===== config.mk =====
export PLATFORM = sky130hd
export DESIGN_NAME = irq_aggregator
export DESIGN_NICKNAME = d
export VERILOG_FILES = /design/src/rtl/irqagg_pkg.sv /design/src/rtl/irqagg_regs.sv /design/src/rtl/irqagg_group.sv /design/src/rtl/irqagg_rdmux.sv /design/src/rtl/irq_aggregator.sv
export SDC_FILE = /design/constraint.sdc
export NUM_CORES = 1
export LEC_CHECK = 0
export ABC_AREA = 1
export BUFFER_PORTS_ARGS = -buffer_cell sky130_fd_sc_hd__buf_2
export CORE_MARGIN = 2
export CORE_UTILIZATION = 25
export CTS_BUF_LIST = sky130_fd_sc_hd__clkbuf_2
export CTS_CLUSTER_SIZE = 12
export DETAILED_ROUTE_END_ITERATION = 16
export PLACE_DENSITY = 0.41
export RECOVER_POWER = 50
export SYNTH_ARGS = -nofsm -noshare
export SYNTH_HDL_FRONTEND = slang
export SYNTH_SLANG_ARGS = --single-unit
export TNS_END_PERCENT = 10

===== constraint.sdc =====
create_clock -name clk -period 6.6 [get_ports clk]
set_input_delay 1.65 -clock clk [delete_from_list [all_inputs] [get_ports clk]]
set_output_delay 1.65 -clock clk [all_outputs]
set_load 0.1 [all_outputs]

===== src/rtl/irqagg_pkg.sv =====
package irqagg_pkg;

    localparam int OFF_W      = 12;
    localparam int IDX_W      = 5;
    localparam int WORD_BITS  = 32;
    localparam int GROUP_BITS = 64;
    localparam int MAX_INPUTS = 512;

    typedef enum logic [2:0] {
        RK_NONE,
        RK_CHAN,
        RK_MASK,
        RK_SET,
        RK_STAT,
        RK_MDIS,
        RK_MSTAT
    } reg_kind_e;

    typedef struct packed {
        reg_kind_e        kind;
        logic [IDX_W-1:0] idx;
    } reg_sel_t;

    // Translate a byte offset into a register kind and bank index.
    // The bank bases scale with the word count.
    function automatic reg_sel_t decode_offset(input logic [OFF_W-1:0] off,
                                               input int unsigned words);
        reg_sel_t    s;
        int unsigned o;
        int unsigned span;
        s.kind = RK_NONE;
        s.idx  = '0;
        o      = {20'd0, off};
        span   = 4 * words;
        if (off[1:0] == 2'b00) begin
            if (o == 0) begin
                s.kind = RK_CHAN;
            end else if (o < span + 4) begin
                s.kind = RK_MASK;
                s.idx  = IDX_W'((o - 4) >> 2);
            end else if (o < 2 * span + 4) begin
                s.kind = RK_SET;
                s.idx  = IDX_W'((o - 4 - span) >> 2);
            end else if (o < 3 * span + 4) begin
                s.kind = RK_STAT;
                s.idx  = IDX_W'((o - 4 - 2 * span) >> 2);
            end else if (o == 3 * span + 4) begin
                s.kind = RK_MDIS;
            end else if (o == 3 * span + 8) begin
                s.kind = RK_MSTAT;
            end
        end
        return s;
    endfunction

endpackage


===== src/rtl/irqagg_regs.sv =====
module irqagg_regs
    import irqagg_pkg::*;
#(
    parameter int WORDS  = 5,
    parameter int N_OUT  = 3,
    parameter int N_CHAN = 8
) (
    input  logic                           clk,
    input  logic                           rst,
    input  logic                           wr_en,
    input  reg_sel_t                       sel,
    input  logic [WORD_BITS-1:0]           wdata,
    output logic [N_CHAN-1:0]              chan_q,
    output logic [WORDS-1:0][WORD_BITS-1:0] mask_q,
    output logic [WORDS-1:0][WORD_BITS-1:0] set_q,
    output logic [N_OUT-1:0]               mdis_q
);

    always_ff @(posedge clk) begin
        if (rst) begin
            chan_q <= '0;
        end else if (wr_en && sel.kind == RK_CHAN) begin
            chan_q <= wdata[N_CHAN-1:0];
        end
    end

    always_ff @(posedge clk) begin
        if (rst) begin
            mdis_q <= '0;
        end else if (wr_en && sel.kind == RK_MDIS) begin
            mdis_q <= wdata[N_OUT-1:0];
        end
    end

    for (genvar j = 0; j < WORDS; j++) begin : g_word
        logic                 hit;
        logic [WORD_BITS-1:0] m_q;
        logic [WORD_BITS-1:0] s_q;

        assign hit = wr_en && (sel.idx == IDX_W'(j));

        always_ff @(posedge clk) begin
            if (rst) begin
                m_q <= '0;
                s_q <= '0;
            end else begin
                if (hit && sel.kind == RK_MASK) begin
                    m_q <= wdata;
                end
                if (hit && sel.kind == RK_SET) begin
                    s_q <= wdata;
                end
            end
        end

        assign mask_q[j] = m_q;
        assign set_q[j]  = s_q;
    end

endmodule


===== src/rtl/irqagg_group.sv =====
module irqagg_group
    import irqagg_pkg::*;
#(
    parameter int N_IN  = 160,
    parameter int WORDS = 5,
    parameter int N_OUT = 3
) (
    input  logic [N_IN-1:0]                irq_in,
    input  logic [WORDS-1:0][WORD_BITS-1:0] mask_q,
    input  logic [WORDS-1:0][WORD_BITS-1:0] set_q,
    output logic [WORDS-1:0][WORD_BITS-1:0] status,
    output logic [N_OUT-1:0]               grp_or
);

    // Word j holds inputs (WORDS-1-j)*32 .. +31: lowest inputs sit in the top word.
    for (genvar j = 0; j < WORDS; j++) begin : g_stat
        localparam int BASE = (WORDS - 1 - j) * WORD_BITS;
        assign status[j] = (irq_in[BASE +: WORD_BITS] | set_q[j]) & mask_q[j];
    end

    for (genvar k = 0; k < N_OUT; k++) begin : g_out
        localparam int LO_WORD = WORDS - 1 - 2 * k;
        if (2 * k + 1 < WORDS) begin : g_pair
            assign grp_or[k] = (|status[LO_WORD]) | (|status[LO_WORD-1]);
        end else begin : g_single
            assign grp_or[k] = |status[LO_WORD];
        end
    end

endmodule


===== src/rtl/irqagg_rdmux.sv =====
module irqagg_rdmux
    import irqagg_pkg::*;
#(
    parameter int WORDS  = 5,
    parameter int N_OUT  = 3,
    parameter int N_CHAN = 8
) (
    input  reg_sel_t                       sel,
    input  logic [N_CHAN-1:0]              chan_q,
    input  logic [WORDS-1:0][WORD_BITS-1:0] mask_q,
    input  logic [WORDS-1:0][WORD_BITS-1:0] set_q,
    input  logic [WORDS-1:0][WORD_BITS-1:0] status,
    input  logic [N_OUT-1:0]               mdis_q,
    input  logic [N_OUT-1:0]               grp_or,
    output logic [WORD_BITS-1:0]           rd_data
);

    always_comb begin
        rd_data = '0;
        case (sel.kind)
            RK_CHAN:  rd_data[N_CHAN-1:0] = chan_q;
            RK_MASK, RK_SET, RK_STAT: begin
                for (int j = 0; j < WORDS; j++) begin
                    if (sel.idx == IDX_W'(j)) begin
                        if (sel.kind == RK_MASK)     rd_data = mask_q[j];
                        else if (sel.kind == RK_SET) rd_data = set_q[j];
                        else                         rd_data = status[j];
                    end
                end
            end
            RK_MDIS:  rd_data[N_OUT-1:0] = mdis_q;
            RK_MSTAT: rd_data[N_OUT-1:0] = grp_or;
            default:  rd_data = '0;
        endcase
    end

endmodule


===== src/rtl/irq_aggregator.sv =====
module irq_aggregator
    import irqagg_pkg::*;
#(
    parameter  int N_IN   = 160,
    parameter  int N_CHAN = 8,
    localparam int WORDS  = N_IN / WORD_BITS,
    localparam int N_OUT  = (N_IN + GROUP_BITS - 1) / GROUP_BITS
) (
    input  logic                 clk,
    input  logic                 rst,
    input  logic [OFF_W-1:0]     addr,
    input  logic                 wr_en,
    input  logic [WORD_BITS-1:0] wr_data,
    output logic [WORD_BITS-1:0] rd_data,
    input  logic [N_IN-1:0]      irq_in,
    output logic [N_OUT-1:0]     irq_out
);

    reg_sel_t                        sel;
    logic [N_CHAN-1:0]               chan_q;
    logic [WORDS-1:0][WORD_BITS-1:0] mask_q;
    logic [WORDS-1:0][WORD_BITS-1:0] set_q;
    logic [WORDS-1:0][WORD_BITS-1:0] status;
    logic [N_OUT-1:0]                mdis_q;
    logic [N_OUT-1:0]                grp_or;
    logic [N_OUT-1:0]                out_q;

    assign sel = decode_offset(addr, WORDS);

    irqagg_regs #(.WORDS(WORDS), .N_OUT(N_OUT), .N_CHAN(N_CHAN)) u_regs (
        .clk    (clk),
        .rst    (rst),
        .wr_en  (wr_en),
        .sel    (sel),
        .wdata  (wr_data),
        .chan_q (chan_q),
        .mask_q (mask_q),
        .set_q  (set_q),
        .mdis_q (mdis_q)
    );

    irqagg_group #(.N_IN(N_IN), .WORDS(WORDS), .N_OUT(N_OUT)) u_group (
        .irq_in (irq_in),
        .mask_q (mask_q),
        .set_q  (set_q),
        .status (status),
        .grp_or (grp_or)
    );

    irqagg_rdmux #(.WORDS(WORDS), .N_OUT(N_OUT), .N_CHAN(N_CHAN)) u_rdmux (
        .sel     (sel),
        .chan_q  (chan_q),
        .mask_q  (mask_q),
        .set_q   (set_q),
        .status  (status),
        .mdis_q  (mdis_q),
        .grp_or  (grp_or),
        .rd_data (rd_data)
    );

    always_ff @(posedge clk) begin
        if (rst) begin
            out_q <= '0;
        end else begin
            out_q <= grp_or & ~mdis_q & {N_OUT{|chan_q}};
        end
    end

    assign irq_out = out_q;

endmodule


==> results.md <==
- Status: finished with violations
- Failing checks: max-capacitance violations, max-slew violations
- Clock Tree Buf Depth: 3
- Setup violators final: 0
- Minimum clock period: 6.39 ns
- Final Slew Violations: 219
- Design Power: 0.00394 W
- Share of the synthesized area in the top cell type: 36.6%
- Number of synthesized flops with an enable pin: 0
- DRT iter0 DRCs: 1570
- Hold WC Path Type: flop to flop
- Seq/Total Area, Yosys: 36.6%
- Total CTS buffers: 100
- Crit end category: output port
- Data arrival, critical path: 4.74 ns
- Post-Route WL: 85900 um
- Synth area leader: dfxtp_1
- Worst rel slew slack: -123%
- Pre-antenna DRT Iters: 7
- CP Launch Type: input pin
- # rows: 99
- Buf/Inv on CP: 9
- Worst setup path start: addr[2]
- Synth Flop Type: dfxtp_1
- Worst Hold Slack: 0.432 ns
- CTS tree: yes
- Seq cells post-synth: 334
- Initial core utilization: 25.2%
- CP max stage delay: 0.25 ns
- GPL Wtd Cong: 0.851
- Antenna Nets Post-Route: 0
- Mapped Cells: 2768
- Area delta synth->final: 20.2%
- Worst hold start: u_regs.mdis_q[1]$_SDFFE_PP0P_
- Worst Path Required: 4.95 ns
- Crit path max-delay family: buffers and inverters
- Worst-path clk slew: 0.08 ns
- CTS Sinks: 334
- Pwr dens: 179 mW/mm2
- Clk root buf: clkbuf_2
- Port Buf Inserts: 241
- CP most frequent cell: nand2_1
- Fin crit share: 96.8%
- Number of global-route vias before repair: 19100
- Synth Net Count: 2984
- Detailed Place HPWL: 61900 um
- Final Hold Fails: 0
- DR vias: 19800
- Initial antenna violation count: 6
- Placed insts: 3840
- RSZ-0062 raised after global routing: true
- Layout Nets: 3205
- Non-Filler Instances: 4009
- Ys Warns: 0
- Share of cells above drive strength 1: 17.3%
- Max Cap Viol: 2
- Post-synthesis cell area: 0.0183 mm2
- Worst vdd ir: 0.0000852 V
- Pre-CTS setup slack: -0.00488 ns
- Critical path cell sequence: buf_2, inv_1, ha_1, nand2_1, nor2_1, nand2_2, inv_2, nor2_4, nand3_4, inv_2, buf_4, nand2_2, buf_12, inv_2, buf_4, nand2_1, nand3_1, nand3_1, nand2_1, nand2_1, nand2_1, nand2_1, buf_12
- Die Span Y: 274 um
- R2r startpoint: u_regs.g_word[1].s_q[9]$_SDFFE_PP0P_
- Worst Clk Skew: 0.0433 ns
- Crit-path max FO: 32
- Mapped Avg Cell Area: 6.60 um2
- All-layer global routing usage: 22.4%
- Slew @ Worst Pin: 3.35 ns
- Ports: 242
- Core area: 0.0726 mm2
- Top cells by area, synth: dfxtp_1, a21oi_1, o21ai_0
- Die width: 274 um
- CTS Hold Bufs: 0
- Full die area: 0.0752 mm2
- Layout Utilization: 30.2%
- Largest net degree at the start of global routing: 138
- F_max: 157 MHz
- Crit Path Category: input pin to output port
- Final setup margin: 0.213 ns
- H-tree depth: 3
- Post-synth ARST share: 0%
- Overflow after GRT: 0
- Vias per inst: 4.93
- Netlist cell types: 46
- DRC viols: 0
- Pleak: 8.61 nW
- CP max-delay cell: buf_4
- First-pass GRT wire length: 125000 um
- Skew-Pair Late Insertion Delay: 1.08 ns
- Wire per inst: 21.4 um
path summary, 6_finish.rpt:
| path | slack [ns] | end | cells after the start |
|---|---|---|---|
| worst min register to register | 0.43 | irq_out[1]$_SDFF_PP0_ | 1 |
| worst max-delay path | 0.21 | rd_data[0] | 23 |
| worst max register to register | 4.12 | irq_out[1]$_SDFF_PP0_ | 7 |
| worst min-delay path | 0.43 | irq_out[1]$_SDFF_PP0_ | 1 |
timing repair:
item | 4_1_cts | 5_1_grt
pin swaps | 0 | 2
gates resized for setup | 1 | 19
buffers inserted | 0 | 6
endpoints found under the setup margin | 1 | 32
cell usage in the layout, fill, tap and decap left out, types with 3 or more instances in the layout:
master | Yosys | final
o211ai_1 | 19 | 19
a21oi_1 | 455 | 442
nor2_1 | 166 | 164
a31oi_1 | 8 | 8
buf_4 | 5 | 66
clkinv_1 | 1 | 11
clkbuf_2 | 0 | 143
o21ai_1 | 204 | 207
nand3_2 | 12 | 10
nand3_4 | 2 | 3
buf_2 | 88 | 204
diode_2 | 0 | 3
nand3_1 | 146 | 147
inv_2 | 12 | 14
clkbuf_1 | 82 | 7
nor2_8 | 4 | 4
ha_1 | 9 | 8
o21ai_0 | 338 | 334
nand3b_1 | 4 | 4
o22ai_1 | 41 | 41
dfxtp_1 | 334 | 334
nand2_4 | 2 | 3
nor2_2 | 2 | 4
buf_12 | 0 | 46
a21oi_2 | 0 | 13
inv_1 | 400 | 400
nor2_4 | 4 | 4
o31ai_1 | 10 | 10
o2111a_1 | 3 | 3
nand4_1 | 21 | 21
nand2_1 | 300 | 300
o2111ai_1 | 6 | 6
o221ai_1 | 14 | 14
nor3_1 | 11 | 11
nor4_1 | 15 | 15
nand2_2 | 5 | 4
power breakdown:
group          switching, W  leakage (nW)  internal (W)
registers       0.000000179          2.69       0.00201
logic              0.000214          5.27      0.000104
clock network      0.000961         0.652      0.000646
total               0.00118          8.61       0.00276
layer usage:
metal / vias up / wire (um) / GRT usage, %
met3: 135 / 4020 / 3.20
met5: - / 0 / 0
met2: 572 / 42500 / 39.6
li1: 9772 / - / -
met1: 9296 / 36300 / 27.5
met4: 0 / 3050 / 8.08
cell families after synthesis:
logic type	share of synthesized area [%]
buffers and inverters	13.4
AND/OR/NAND/NOR	17.3
AO/OA/AOI/OAI	31.8
flip-flops	36.6
XOR/XNOR	0.233
adder cells (fa/ha/maj)	0.617
final cells by class:
class / instances / area (um2)
Clock inverter: 17 / 123
Multi-Input combinational cell: 1817 / 9200
Sequential cell: 334 / 6690
Tap cell: 959 / 1200
Antenna cell: 3 / 7.51
Clock buffer: 143 / 716
Fill cell: 8093 / 50600
Timing Repair Buffer: 323 / 2460
Inverter: 413 / 1550
synthesized netlist by cell type (14+ instances only):
cell type	count
o21ai_0	338
clkbuf_1	82
buf_1	28
nor2_1	166
o22ai_1	41
o211ai_1	19
nand3_1	146
nor4_1	15
o21ai_1	204
nand4_1	21
dfxtp_1	334
buf_2	88
inv_1	400
a21oi_1	455
o221ai_1	14
nand2_1	300
flip-flops by register name (all words and copies together), names as in the netlist:
name               count
u_regs.g_word.m_q    160
u_regs.g_word.s_q    160
u_regs.chan_q          8
irq_out                3
u_regs.mdis_q          3
stage by stage:
stage	setup TNS [ns]	instance area, um2
5_1_grt	-0.117	21900
3_5_place_dp	-0.00488	21000
6_report	0	21900
4_1_cts	0	21800
2_1_floorplan	-3.32	18300
3_3_place_gp	0	21000
Note: power is estimated with default switching activity, not from simulation.
